$ cat config.mk
export PLATFORM = sky130hd
export DESIGN_NAME = pwr_mode_seq
export DESIGN_NICKNAME = d
export VERILOG_FILES = /design/src/rtl/pwr_pkg.sv /design/src/rtl/pwr_wake_enc.sv /design/src/rtl/pwr_clk_map.sv /design/src/rtl/pwr_mode_fsm.sv /design/src/rtl/pwr_wake_log.sv /design/src/rtl/pwr_mode_seq.sv
export SDC_FILE = /design/constraint.sdc
export NUM_CORES = 1
export LEC_CHECK = 0
export BUFFER_PORTS_ARGS = -buffer_cell sky130_fd_sc_hd__buf_2
export CAP_MARGIN = 5
export CORE_ASPECT_RATIO = 1.25
export CORE_MARGIN = 2
export CORE_UTILIZATION = 50
export DETAILED_ROUTE_END_ITERATION = 12
export HOLD_SLACK_MARGIN = 0.02
export PLACE_DENSITY_LB_ADDON = 0.1
export SYNTH_ARGS = -nofsm -noshare
export SYNTH_HDL_FRONTEND = slang
export SYNTH_HIERARCHICAL = 1
export SYNTH_SLANG_ARGS = --single-unit
$ cat constraint.sdc
create_clock -name clk -period 1.8 [get_ports clk]
set_input_delay 0.36 -clock clk [delete_from_list [all_inputs] [get_ports clk]]
set_output_delay 0.36 -clock clk [all_outputs]
set_load 0.005 [all_outputs]
$ cat src/rtl/pwr_pkg.sv
package pwr_pkg;
  localparam int N_DOM = 9;
  localparam int D_PIPE = 0;
  localparam int D_SBUS = 1;
  localparam int D_PCI  = 2;
  localparam int D_ISA  = 3;
  localparam int D_EXT  = 4;
  localparam int D_INTC = 5;
  localparam int D_PLL  = 6;
  localparam int D_XHI  = 7;
  localparam int D_XLO  = 8;

  typedef enum logic [2:0] {
    ST_FULL = 3'd0,
    ST_STBY = 3'd1,
    ST_SUSP = 3'd2,
    ST_HIB  = 3'd3,
    ST_LOCK = 3'd4
  } pwr_state_e;

  localparam logic [1:0] MODE_FULL = 2'd0;
  localparam logic [1:0] MODE_STBY = 2'd1;
  localparam logic [1:0] MODE_SUSP = 2'd2;
  localparam logic [1:0] MODE_HIB  = 2'd3;
endpackage

$ cat src/rtl/pwr_wake_enc.sv
module pwr_wake_enc #(
  parameter int N = 13,
  parameter int W = 4
) (
  input  logic [N-1:0] req,
  output logic         hit,
  output logic [W-1:0] idx
);
  always_comb begin
    hit = |req;
    idx = '0;
    for (int i = N - 1; i >= 0; i--) begin
      if (req[i]) idx = W'(i);
    end
  end
endmodule

$ cat src/rtl/pwr_clk_map.sv
module pwr_clk_map
  import pwr_pkg::*;
(
  input  pwr_state_e       st,
  output logic [N_DOM-1:0] en
);
  logic on_full, on_bus, on_osc;

  always_comb begin
    on_full = (st == ST_FULL);
    on_bus  = (st == ST_FULL) || (st == ST_STBY);
    on_osc  = (st != ST_HIB);
  end

  genvar g;
  generate
    for (g = 0; g < N_DOM; g++) begin : g_dom
      if (g == D_PIPE) begin : g_pipe
        assign en[g] = on_full;
      end else if (g <= D_EXT) begin : g_bus
        assign en[g] = on_bus;
      end else if (g <= D_XHI) begin : g_osc
        assign en[g] = on_osc;
      end else begin : g_lo
        assign en[g] = 1'b1;
      end
    end
  endgenerate
endmodule

$ cat src/rtl/pwr_mode_fsm.sv
module pwr_mode_fsm
  import pwr_pkg::*;
#(
  parameter int              NUM_WAKE  = 13,
  parameter int              CAUSE_W   = 4,
  parameter logic [NUM_WAKE-1:0] SUSP_MASK = 13'h0FFF,
  parameter logic [NUM_WAKE-1:0] HIB_MASK  = 13'h1046
) (
  input  logic                clk,
  input  logic                rst_n,
  input  logic                req_standby,
  input  logic                req_suspend,
  input  logic                req_hibernate,
  input  logic                irq_pending,
  input  logic [NUM_WAKE-1:0] wake_evt,
  input  logic                pll_lock,
  output pwr_state_e          state_q,
  output pwr_state_e          state_d,
  output logic                wake_fire,
  output logic [CAUSE_W-1:0]  wake_code
);
  logic               susp_hit, hib_hit;
  logic [CAUSE_W-1:0] susp_idx, hib_idx;

  pwr_wake_enc #(.N(NUM_WAKE), .W(CAUSE_W)) u_enc_susp (
    .req (wake_evt & SUSP_MASK),
    .hit (susp_hit),
    .idx (susp_idx)
  );

  pwr_wake_enc #(.N(NUM_WAKE), .W(CAUSE_W)) u_enc_hib (
    .req (wake_evt & HIB_MASK),
    .hit (hib_hit),
    .idx (hib_idx)
  );

  always_comb begin
    state_d   = state_q;
    wake_fire = 1'b0;
    wake_code = '0;
    case (state_q)
      ST_FULL: begin
        if (req_hibernate)    state_d = ST_HIB;
        else if (req_suspend) state_d = ST_SUSP;
        else if (req_standby) state_d = ST_STBY;
      end
      ST_STBY: begin
        if (irq_pending) begin
          state_d   = ST_FULL;
          wake_fire = 1'b1;
          wake_code = CAUSE_W'(NUM_WAKE);
        end
      end
      ST_SUSP: begin
        if (susp_hit) begin
          state_d   = ST_LOCK;
          wake_fire = 1'b1;
          wake_code = susp_idx;
        end
      end
      ST_HIB: begin
        if (hib_hit) begin
          state_d   = ST_LOCK;
          wake_fire = 1'b1;
          wake_code = hib_idx;
        end
      end
      ST_LOCK: begin
        if (pll_lock) state_d = ST_FULL;
      end
      default: state_d = ST_FULL;
    endcase
  end

  always_ff @(posedge clk or negedge rst_n) begin
    if (!rst_n) state_q <= ST_FULL;
    else        state_q <= state_d;
  end
endmodule

$ cat src/rtl/pwr_wake_log.sv
module pwr_wake_log #(
  parameter int CAUSE_W = 4
) (
  input  logic               clk,
  input  logic               rst_n,
  input  logic               fire,
  input  logic [CAUSE_W-1:0] code,
  input  logic               rd,
  output logic               valid_q,
  output logic [CAUSE_W-1:0] cause_q
);
  logic               valid_d;
  logic [CAUSE_W-1:0] cause_d;
  logic               cap;

  always_comb begin
    cap     = fire && (!valid_q || rd);
    valid_d = valid_q;
    cause_d = cause_q;
    if (cap) begin
      valid_d = 1'b1;
      cause_d = code;
    end else if (rd) begin
      valid_d = 1'b0;
      cause_d = '0;
    end
  end

  always_ff @(posedge clk or negedge rst_n) begin
    if (!rst_n) begin
      valid_q <= 1'b0;
      cause_q <= '0;
    end else begin
      valid_q <= valid_d;
      cause_q <= cause_d;
    end
  end
endmodule

$ cat src/rtl/pwr_mode_seq.sv
module pwr_mode_seq
  import pwr_pkg::*;
#(
  parameter int NUM_WAKE = 13,
  parameter logic [NUM_WAKE-1:0] SUSP_MASK = 13'h0FFF,
  parameter logic [NUM_WAKE-1:0] HIB_MASK  = 13'h1046,
  localparam int CAUSE_W = $clog2(NUM_WAKE + 1)
) (
  input  logic                clk,
  input  logic                rst_n,
  input  logic                req_standby,
  input  logic                req_suspend,
  input  logic                req_hibernate,
  input  logic                irq_pending,
  input  logic [NUM_WAKE-1:0] wake_evt,
  input  logic                pll_lock,
  input  logic                cause_rd,
  output logic [1:0]          mode,
  output logic [8:0]          clk_en,
  output logic                wake_valid,
  output logic [CAUSE_W-1:0]  wake_cause
);
  pwr_state_e         state_q, state_d;
  logic               wake_fire;
  logic [CAUSE_W-1:0] wake_code;
  logic [N_DOM-1:0]   en_d;

  pwr_mode_fsm #(
    .NUM_WAKE (NUM_WAKE),
    .CAUSE_W  (CAUSE_W),
    .SUSP_MASK(SUSP_MASK),
    .HIB_MASK (HIB_MASK)
  ) u_fsm (
    .clk          (clk),
    .rst_n        (rst_n),
    .req_standby  (req_standby),
    .req_suspend  (req_suspend),
    .req_hibernate(req_hibernate),
    .irq_pending  (irq_pending),
    .wake_evt     (wake_evt),
    .pll_lock     (pll_lock),
    .state_q      (state_q),
    .state_d      (state_d),
    .wake_fire    (wake_fire),
    .wake_code    (wake_code)
  );

  pwr_clk_map u_map (
    .st (state_d),
    .en (en_d)
  );

  pwr_wake_log #(.CAUSE_W(CAUSE_W)) u_log (
    .clk    (clk),
    .rst_n  (rst_n),
    .fire   (wake_fire),
    .code   (wake_code),
    .rd     (cause_rd),
    .valid_q(wake_valid),
    .cause_q(wake_cause)
  );

  always_ff @(posedge clk or negedge rst_n) begin
    if (!rst_n) clk_en <= '1;
    else        clk_en <= en_d;
  end

  always_comb begin
    case (state_q)
      ST_FULL: mode = MODE_FULL;
      ST_STBY: mode = MODE_STBY;
      ST_HIB:  mode = MODE_HIB;
      default: mode = MODE_SUSP;
    endcase
  end
endmodule

Yosys cells after proc, flatten, opt, wreduce, memory -nomap -nowiden

Index checks and enable logic that the tools add are counted.

Output and inout port bits: 16
Register bits after elaboration: 14

Reductions and logical operators: 9
Muxes and demuxes: 37
Eq/ne operators: 6

Operators by type and width:

| kind               | number |
|---|---|
| $mux 4             | 21 |
| $mux 3             | 7 |
| $pmux 3 s5         | 1 |
| $pmux 4 s3         | 1 |
| $reduce_or 12->1   | 1 |
| $eq 3x1->1 const B | 2 |
| $eq 3x2->1 const B | 2 |
| $logic_not 3->1    | 2 |
| $pmux 2 s3         | 1 |
| $mux 1             | 5 |
| $reduce_or 4->1    | 1 |
| $eq 3x3->1 const B | 1 |
| $ne 3x2->1 const B | 1 |
| $pmux 1 s3         | 1 |
| $logic_or 1x1->1   | 2 |
| $reduce_bool 2->1  | 1 |
| $logic_and 1x1->1  | 1 |
| $logic_not 1->1    | 1 |

Depth between registers and ports, before layout

Gate-level depths: netlist of run 1.

Depth in word-level cells: 15
Mapped depth: 9

Cells and area by module

Netlist of run 1, hierarchy kept.

Modules (own cells, without submodules):

| module       | sequential area each (um^2) | area each (um^2) | instances | cells an instance |
|---|---|---|---|---|
| pwr_wake_enc | 0.0                         | 137.6            | 2         | 23 |
| pwr_mode_fsm | 75.1                        | 264.0            | 1         | 33 |
| pwr_mode_seq | 236.5                       | 251.5            | 1         | 11 |
| pwr_wake_log | 125.1                       | 219.0            | 1         | 20 |
| pwr_clk_map  | 0.0                         | 92.6             | 1         | 13 |

Least setup slack after synthesis of run 1

No wires, ideal clock.

Path type: input-to-reg
From: input port wake_evt[0]
To: register u_log.cause_q[0]
Buffers on the path: 0
Arrival time: 1.891 ns
Path slack: -0.191 ns
Stages on the path: 7
Required time: 1.699 ns
Cells stage by stage: or4_4 nand3b_1 and4bb_2 nor2_1 nand2_1 nor2b_4 o32ai_1

Longest elaborated chain between the ends: 5

Ends and longest elaborated chain:

| item                                               | line               | RTL |
|---|---|---|
| start, declared                                    | pwr_mode_seq.sv:15 | `input logic [NUM_WAKE-1:0] wake_evt,` |
| $reduce_or 12->1 *                                 | pwr_wake_enc.sv:10 | `hit = \|req;` |
| via u_fsm.susp_hit                                 | pwr_mode_fsm.sv:22 | `logic susp_hit, hib_hit;` |
| $mux 1 *                                           | pwr_mode_fsm.sv:55 | `if (susp_hit) begin` |
| $pmux 1 s3 *                                       | pwr_mode_fsm.sv:41 | `case (state_q)` |
| via wake_fire                                      | pwr_mode_seq.sv:24 | `logic wake_fire;` |
| $logic_and 1x1->1 *                                | pwr_wake_log.sv:17 | `cap = fire && (!valid_q \|\| rd);` |
| $mux 4 / $reduce_bool 2->1 (equally long branches) | --                 |  |
| end signal, assigned                               | pwr_wake_log.sv:35 | `cause_q <= cause_d;` |
| end, declared                                      | pwr_wake_log.sv:10 | `output logic [CAUSE_W-1:0] cause_q` |

The timed path passes the listed nets; every way through them passes the cells marked *.
A chain may end at the register's enable or synchronous reset.

Worst setup path after layout of run 1

Ends and elaborated chain as after synthesis.

==> results of run 1 <==
## cell usage in the layout, fill, tap and decap left out, types with 2 or more instances in the layout
cell / instances
sky130_fd_sc_hd__or2_1: 2
sky130_fd_sc_hd__clkbuf_4: 3
sky130_fd_sc_hd__dfrtp_1: 8
sky130_fd_sc_hd__buf_2: 34
sky130_fd_sc_hd__o31a_1: 2
sky130_fd_sc_hd__nor2_1: 8
sky130_fd_sc_hd__o32ai_2: 4
sky130_fd_sc_hd__nor3_1: 4
sky130_fd_sc_hd__o31ai_1: 3
sky130_fd_sc_hd__buf_6: 2
sky130_fd_sc_hd__buf_4: 22
sky130_fd_sc_hd__conb_1: 31
sky130_fd_sc_hd__nand3b_1: 3
sky130_fd_sc_hd__or4_4: 2
sky130_fd_sc_hd__a21oi_1: 8
sky130_fd_sc_hd__a211oi_1: 2
sky130_fd_sc_hd__o21ai_0: 5
sky130_fd_sc_hd__nor4_1: 3
sky130_fd_sc_hd__dfstp_2: 9
sky130_fd_sc_hd__inv_1: 9
sky130_fd_sc_hd__a22oi_1: 2
sky130_fd_sc_hd__nor2b_1: 6
sky130_fd_sc_hd__nand2_1: 10
sky130_fd_sc_hd__nor3b_2: 2
## path summary, 6_finish.rpt
kind                       slack (ns)                to              from  depth (start not counted)
setup / recovery                -0.05  u_log/cause_q[0]       wake_evt[0]                          8
hold / removal                   0.38  u_log/cause_q[0]          cause_rd                          2
setup reg to reg                 0.28  u_log/cause_q[0]  u_fsm/state_q[0]                          5
hold reg to reg                  0.56  u_log/cause_q[0]  u_log/cause_q[0]                          2
max in group asynchronous        0.99         clk_en[4]             rst_n                          2
min in group asynchronous        0.51  u_fsm/state_q[0]             rst_n                          2
## timing repair
item,CTS,global route
resized for setup,5,5
setup buffers,0,1
endpoints found under the hold margin,8,0
pin swaps,0,1
hold buffers,1,0
setup endpoints to repair,4,14
## report_power, final
group / leakage, nW / switching [mW] / internal (mW) / total [mW]
Sequential: 0.200 / 0.108 / 0.574 / 0.682
Combinational: 0.565 / 0.377 / 0.408 / 0.785
Clock: 0.0150 / 0.102 / 0.0858 / 0.188
Total: 0.780 / 0.588 / 1.07 / 1.66
## synthesized netlist by cell type, drive strengths merged (4+ instances only)
cell type / count / share of area
a21oi: 9 / 0.041
buf: 11 / 0.082
dfrtp: 8 / 0.18
dfstp: 9 / 0.21
inv: 9 / 0.031
nand2: 11 / 0.037
nor2: 10 / 0.034
nor2b: 8 / 0.054
nor3: 5 / 0.027
nor4: 4 / 0.023
o21ai: 6 / 0.027
o32ai: 4 / 0.032
## flip-flops by register name (all words and copies together), names as in the netlist
signal         flops
u_log/valid_q      1
u_fsm/state_q      3
u_log/cause_q      4
clk_en             9
## per-stage QoR
stage | setup WS, ns | power (mW) | instances | utilization
floorplan | -0.191 | 1.32 | 152 | -
global placement | -0.268 | 1.38 | 219 | 0.705
detailed placement | -0.377 | 1.40 | 219 | 0.705
CTS | -0.00135 | 1.63 | 224 | 0.735
global route | -0.201 | 1.80 | 225 | 0.753
finish | -0.0460 | 1.66 | 225 | 0.753
## area by class of cell
class	instances	share of cell area
multi-input cells	115	0.447
flip-flops and latches	17	0.271
repair buffers	59	0.228
inverters	9	0.0210
clock buffers	4	0.0163
well taps	21	0.0163
## per-layer routing
metal / vias to the layer above / wire length (µm)
met3: 2 / 66
met5: - / 0
met4: 0 / 24
met1: 485 / 842
met2: 28 / 1370
li1: 562 / -
## cell families (layout without fill, tap and decap cells)
kind of cell,Yosys count,in the layout,share of synthesized area
flip-flops,17,17,0.396
other,2,31,0.00681
AO/OA/AOI/OAI,32,32,0.191
buffers and inverters,20,72,0.112
AND/OR/NAND/NOR,52,52,0.294
## worst reg2reg max path: cells and delay by family (launching register included)
kind | cells | cell delay [ns]
simple gates | 4 | 0.66
compound gates | 1 | 0.24
flops | 1 | 0.53
==> impl_summary.txt, run 1 <==
----------------------------------------------------
[Die]
  Die area ... 0.00260 mm²
  Effective utilization at floorplan ... 0.515
  Die width ... 46.0 µm
  Row cnt ... 19
  Die span in y ... 56.5 µm
  Floorplan core area ... 0.00214 mm²
  Top-Level Pins ... 37

[Place]
  Global placement routability congestion ... 0.779
  Detailed-placement wirelength estimate ... 1890 µm
  Post-place instance area ... 0.00151 mm²
  Number of buffers added on ports ... 36

[STA]
  Setup repair after global routing missed its margin ... true
  Setup slack of the critical path after layout ... -0.0460 ns
  Max Clock Skew ... 0.00101 ns
  Post-route fraction of the period consumed by the critical path ... 1.03
  Final hold slack ... 0.382 ns
  Final hold viol count ... 0
  Setup total negative slack ... -0.120 ns
  Count of final setup violators ... 4
  Number of max-slew violations in the final report ... 0
  Maximum achievable frequency ... 542 MHz
  Min Clock Period, post-route ... 1.85 ns

[Clocking]
  CTS tree ... yes
  Clock buffer depth ... 2
  Number of clock buffers inserted by TritonCTS ... 3
  Clock latency at the later pin of the worst-skew pair ... 0.27 ns
  H-Tree Level Count ... 1
  Clock sink count ... 17
  Clock root buffer ... sky130_fd_sc_hd__clkbuf_4
  Clk slew on worst S/H paths ... 0.09 ns

[Logic synthesis]
  Number of instances in the synthesized netlist ... 123
  Unique cell type count in the Yosys netlist ... 34
  Post-synthesis cell area ... 0.00110 mm²
  Total of warnings raised by yosys ... 6
  Sequential fraction of the synthesis area ... 0.396
  Share of flip-flops with an asynchronous set or reset after synthesis ... 1.00
  Post-synth top flop ... sky130_fd_sc_hd__dfstp_2
  Post-synth EDFFs ... 0
  Mean instance size in the synthesized netlist ... 8.96 µm²
  Register bit count reported by yosys ... 17

[Routing]
  Vias per inst ... 4.79
  Initial DRC Count ... 1
  Routed wire length per instance ... 10.2 µm
  Count of TritonRoute iterations in the first routing pass ... 4
  DRT Wirelength ... 2310 µm
  Count of antenna-violating nets left after detailed routing ... 0
  Residual DRC count ... 0
  Total via count after detailed routing ... 1077

[Worst setup path]
  Worst Setup Path Type ... in2reg
  Data arrival time of the critical path ... 2.03 ns
  Endpoint kind of the worst setup timing path ... flop
  Crit path max-delay cell type ... sky130_fd_sc_hd__or4_4
  Cell-by-cell listing of the critical path ... buf_6, or4_4, nand3b_1, and4bb_2, nor2_2, nand2_2, nor2b_4, o32ai_2
  Crit path max fanout ... 5
  Required time of the critical path ... 1.99 ns
  Kind of cell with the highest combined delay on the critical path ... simple AND/OR/NAND/NOR gates
  Delay of the slowest cell on the worst path ... 0.52 ns
  Buffers plus inverters on the worst setup path ... 1
  Worst setup SP type ... input port

[Flow run]
  Maximum capacitance violations ... 0

[Power]
  Power Dens Cells ... 1030 mW/mm²
  Worst IR Drop VDD ... 540 µV
  Standby leakage power ... 0.780 nW

[GRT]
  Met3 layer usage reported by global route ... 0.0289
  Initial antenna violation count ... 0
  Maximum number of pins on one net before global-route repair ... 18
  Number of global-route vias before repair ... 1012
  Global-route usage over all layers ... 0.206
  Wire length of the first global-routing pass ... 4020 µm
  Met2 capacity usage during global routing ... 0.387
  Routing usage on met1 ... 0.216
  Total congestion overflow ... 0
  Layer with the highest usage after global routing ... met2

[Layout]
  Antenna fix cells ... 0
  Final instance area ... 0.00161 mm²
  Synth-to-Final Area Change ... 46.1%
  Layout filler cell count ... 166
  Fraction of layout cells with a size suffix above 1 ... 0.441
  Combined area of the multi-input logic cells ... 719 µm²
  FF+latch area ... 437 µm²
  Final net count ... 226

[Run status]
  Failing checks ... setup timing
  Status ... complete, but fails checks

[Worst hold path]
  Worst hold path class ... in2reg

----------------------------------------------------
Power figures use the tool's default switching activity.
==> run 2: changes to the inputs <==
--- a/config.mk
+++ b/config.mk
@@ -5,11 +5,12 @@
 export SDC_FILE = /design/constraint.sdc
 export NUM_CORES = 1
 export LEC_CHECK = 0
+export ABC_AREA = 1
 export BUFFER_PORTS_ARGS = -buffer_cell sky130_fd_sc_hd__buf_2
 export CAP_MARGIN = 5
 export CORE_ASPECT_RATIO = 1.25
 export CORE_MARGIN = 2
-export CORE_UTILIZATION = 50
+export CORE_UTILIZATION = 51
 export DETAILED_ROUTE_END_ITERATION = 12
 export HOLD_SLACK_MARGIN = 0.02
 export PLACE_DENSITY_LB_ADDON = 0.1
==> impl_summary.txt, run 2 <==
----------------------------------------------------
[Run status]
  Status ... finished clean

[Place]
  Post-place instance area ... 0.00152 mm² (+0.75%)
  Worst slack at placement ... -0.0282 ns (+0.349 ns)
  Detailed-placement wirelength estimate ... 2090 µm (+10%)
  Post-placement cell count ... 251 (+15%)
  Global placement routability congestion ... 0.759 (-2.6%)
  Number of buffers added on ports ... 36 (unchanged)

[Worst setup path]
  Buffers plus inverters on the worst setup path ... 2 (+1)
  Worst Setup Path Type ... in2reg
  Crit path max fanout ... 6 (+1)
  Number of cell instances on the worst register-to-register path ... 6 (+1)
  Endpoint kind of the worst setup timing path ... flop
  Crit path depth ... 10 (+2)
  Delay of the slowest cell on the worst path ... 0.27 ns (-0.25 ns)
  Data arrival time of the critical path ... 1.75 ns (-0.28 ns)
  Worst setup SP type ... input port
  Worst reg2reg setup slack ... 0.29 ns (about the same)
  Crit path max-delay cell type ... sky130_fd_sc_hd__nor4_1
  Kind of cell with the highest combined delay on the critical path ... simple AND/OR/NAND/NOR gates
  Required time of the critical path ... 2.03 ns (+0.04 ns)
  Cell-by-cell listing of the critical path ... buf_2, inv_2, nand2_1, nor4_1, nand3_1, nand3_1, nand3_1, a21oi_2, nand2_1, nand2_1

[STA]
  Final hold viol count ... 0 (unchanged)
  Maximum achievable frequency ... 661 MHz (+22%)
  Post-route fraction of the period consumed by the critical path ... 0.840 (-0.185)
  Setup repair after global routing missed its margin ... false
  Count of final setup violators ... 0 (-4)
  Number of max-slew violations in the final report ... 0 (unchanged)
  Min Clock Period, post-route ... 1.51 ns (-0.334 ns)
  Setup slack of the critical path after layout ... 0.288 ns (+0.334 ns)
  Max Clock Skew ... 0.00487 ns (+0.00386 ns)

[Clocking]
  Clock root buffer ... sky130_fd_sc_hd__clkbuf_4
  Setup Buffers After CTS ... 0 (unchanged)
  Clock sink count ... 17 (unchanged)
  H-Tree Level Count ... 1 (unchanged)
  Clk slew on worst S/H paths ... 0.09 ns (about the same)
  CTS tree ... yes
  Number of clock buffers inserted by TritonCTS ... 3 (unchanged)
  Clock buffer depth ... 2 (unchanged)
  Post-CTS resize count ... 0 (-5)
  Clock latency at the later pin of the worst-skew pair ... 0.29 ns (+0.02 ns)
  Number of hold buffers added after CTS ... 1 (unchanged)

[Power]
  Int Pwr ... 0.919 mW (-14%)
  Power Dens Cells ... 979 mW/mm² (-4.8%)
  P_sw ... 0.604 mW (+2.8%)
  Worst IR Drop VDD ... 539 µV (-0.23%)
  Sw frac ... 0.397 (+0.0416)
  Sequential Power Share ... 0.441 (+0.029)
  Standby leakage power ... 0.852 nW (+9.1%)
  Share of power burned in combinational logic ... 0.431 (-0.043)
  Relative contribution of the clock network to total power ... 0.127 (+0.013)

[Logic synthesis]
  Post-synth top flop ... sky130_fd_sc_hd__dfstp_2
  Cell taking the most area after synthesis ... sky130_fd_sc_hd__dfstp_2
  Most frequent cell after synthesis ... sky130_fd_sc_hd__nand2_1
  Cells taking the most area after synthesis ... sky130_fd_sc_hd__dfstp_2 19%, sky130_fd_sc_hd__dfrtp_1 16%, sky130_fd_sc_hd__nand2_1 12%
  Mean instance size in the synthesized netlist ... 7.45 µm² (-17%)
  Post-synth EDFFs ... 0 (unchanged)
  Sequential fraction of the synthesis area ... 0.355 (-0.0407)
  Top cell types by occurrence after synthesis ... 38 x sky130_fd_sc_hd__nand2_1, 27 x sky130_fd_sc_hd__inv_1, 21 x sky130_fd_sc_hd__nand3_1
  Register bit count reported by yosys ... 17 (unchanged)
  Total of warnings raised by yosys ... 6 (unchanged)
  Number of instances in the synthesized netlist ... 165 (+34%)
  Post-synthesis cell area ... 0.00123 mm² (+11%)
  Share of flip-flops with an asynchronous set or reset after synthesis ... 1.00 (unchanged)
  Unique cell type count in the Yosys netlist ... 27 (-21%)
  Top-area cell type share of the netlist area ... 0.192 (-0.0221)

[Layout]
  Non-filler instance count after layout ... 256 (+14%)
  Largest reg by FF count ... clk_en
  Final net count ... 247 (+9.3%)
  Fraction of layout cells with a size suffix above 1 ... 0.369 (-0.0723)
  Final instance area ... 0.00156 mm² (-3.3%)
  Most common library cell in the layout ignoring fill and taps ... sky130_fd_sc_hd__nand2_1
  Flip-flop count of the largest register after layout ... 9 (unchanged)
  Highest-count cells in the layout ignoring fill and taps ... 38 x sky130_fd_sc_hd__nand2_1, 36 x sky130_fd_sc_hd__buf_2, 27 x sky130_fd_sc_hd__inv_1, 21 x sky130_fd_sc_hd__nand3_1, 21 x sky130_fd_sc_hd__conb_1
  Synth-to-Final Area Change ... 26.7%
  Largest regs ... clk_en: 9 flops, u_log/cause_q: 4 flops, u_fsm/state_q: 3 flops
  Antenna fix cells ... 0 (unchanged)
  Share of the core filled with cells in the final layout ... 0.697 (-0.0561)

[Routing]
  DRT Wirelength ... 2330 µm (+1.2%)
  Routed wire length per instance ... 9.12 µm (-11%)
  Initial DRC Count ... 11 (+10)
  Count of antenna-violating nets left after detailed routing ... 0 (unchanged)
  Count of TritonRoute iterations in the first routing pass ... 4 (unchanged)
  Vias per inst ... 4.65 (-2.9%)
  Total via count after detailed routing ... 1190 (+10%)
  Residual DRC count ... 0 (unchanged)

[GRT]
  Total congestion overflow ... 0 (unchanged)
  Number of global-route vias before repair ... 1058 (+4.5%)
  Initial antenna violation count ... 0 (unchanged)
  Global-route usage over all layers ... 0.192 (-0.0145)
  Wire length of the first global-routing pass ... 3980 µm (-1.0%)
  Maximum number of pins on one net before global-route repair ... 18 (unchanged)

[Worst hold path]
  Worst hold path class ... in2reg
  Number of instances on the worst hold path ... 4 (+2)

[Die]
  Die span in y ... 58.9 µm (+4.2%)
  Row cnt ... 19 (unchanged)
  Effective utilization at floorplan ... 0.550 (+0.0346)
  Die area ... 0.00282 mm² (+8.5%)
  Top-Level Pins ... 37 (unchanged)
  Die width ... 47.9 µm (+4.1%)
  Floorplan core area ... 0.00223 mm² (+4.4%)

[Flow run]
  Maximum capacitance violations ... 0 (unchanged)

----------------------------------------------------
==> run 2: cell types whose count changed in the layout (fill, tap and decap cells not counted), moves of 3 or more <==
cell | previous run | this run
sky130_fd_sc_hd__nor3_1 | 4 | 1
sky130_fd_sc_hd__nand4_1 | 0 | 7
sky130_fd_sc_hd__o21ai_0 | 5 | 1
sky130_fd_sc_hd__conb_1 | 31 | 21
sky130_fd_sc_hd__nor2b_1 | 6 | 0
sky130_fd_sc_hd__o31ai_1 | 3 | 0
sky130_fd_sc_hd__nand2_1 | 10 | 38
sky130_fd_sc_hd__a21oi_1 | 8 | 0
sky130_fd_sc_hd__buf_4 | 22 | 9
sky130_fd_sc_hd__inv_2 | 0 | 8
sky130_fd_sc_hd__inv_1 | 9 | 27
sky130_fd_sc_hd__o32ai_2 | 4 | 0
sky130_fd_sc_hd__nand3_1 | 0 | 21
==> run 2: worst paths after layout <==
path,to,start
max in group asynchronous,clk_en[7],rst_n
setup reg to reg,u_log/cause_q[2],u_fsm/state_q[2]
setup / recovery,u_log/cause_q[2],wake_evt[9]
min in group asynchronous,u_log/cause_q[0],rst_n
hold / removal,u_log/cause_q[0],cause_rd
hold reg to reg,u_log/cause_q[0],u_log/cause_q[0]
==> run 2: area by class of cell <==
class | count | area [µm²]
clock buffers | 3 | 22.5
clock inverters | 1 | 5.00
fillers | 231 | 678
inverters | 35 | 131
multi-input cells | 123 | 664
flip-flops and latches | 17 | 437
well taps | 31 | 38.8
repair buffers | 46 | 258
==> run 2: per-layer routing <==
layer	vias to the layer above	track usage	wire [µm]
li1	617	-	-
met1	536	0.221	910
met2	31	0.331	1300
met3	6	0.0123	77
met4	0	0.108	49
met5	-	0	0
==> run 2: per-stage QoR <==
stage,power (mW),hold WS [ns],setup TNS (ns)
after floorplan,1.23,0.0644,0
after global placement,1.31,0.276,0
after detailed placement,1.34,0.284,-0.0930
after CTS,1.54,0.329,0
after global routing,1.67,0.325,0
final,1.52,0.334,0
==> run 2: power by group through the flow <==
stage               combinational (mW)  clock (mW)  sequential (mW)
finish                           0.657       0.194            0.672
global route                     0.758       0.222            0.694
CTS                              0.665       0.200            0.676
detailed placement               0.664           0            0.681
global placement                 0.636           0            0.676
floorplan                        0.550           0            0.684
==> run 2: worst reg2reg max path, cell delays in order, from the launching register on <==
cell	delay, ns
sky130_fd_sc_hd__dfrtp_1	0.60
sky130_fd_sc_hd__inv_2	0.07
sky130_fd_sc_hd__nand4_1	0.18
sky130_fd_sc_hd__nand3_1	0.22
sky130_fd_sc_hd__a21oi_2	0.25
sky130_fd_sc_hd__nand2_1	0.07
sky130_fd_sc_hd__nand2_1	0.06
==> run 2: logic make-up (layout without fill, tap and decap cells) <==
| group | count (synthesis) | after routing | synth area share |
|---|---|---|---|
| flops | 17 | 17 | 0.355 |
| compound gates | 12 | 12 | 0.0794 |
| simple gates | 90 | 90 | 0.397 |
| other cells | 2 | 21 | 0.00611 |
| buf+inv | 44 | 85 | 0.162 |
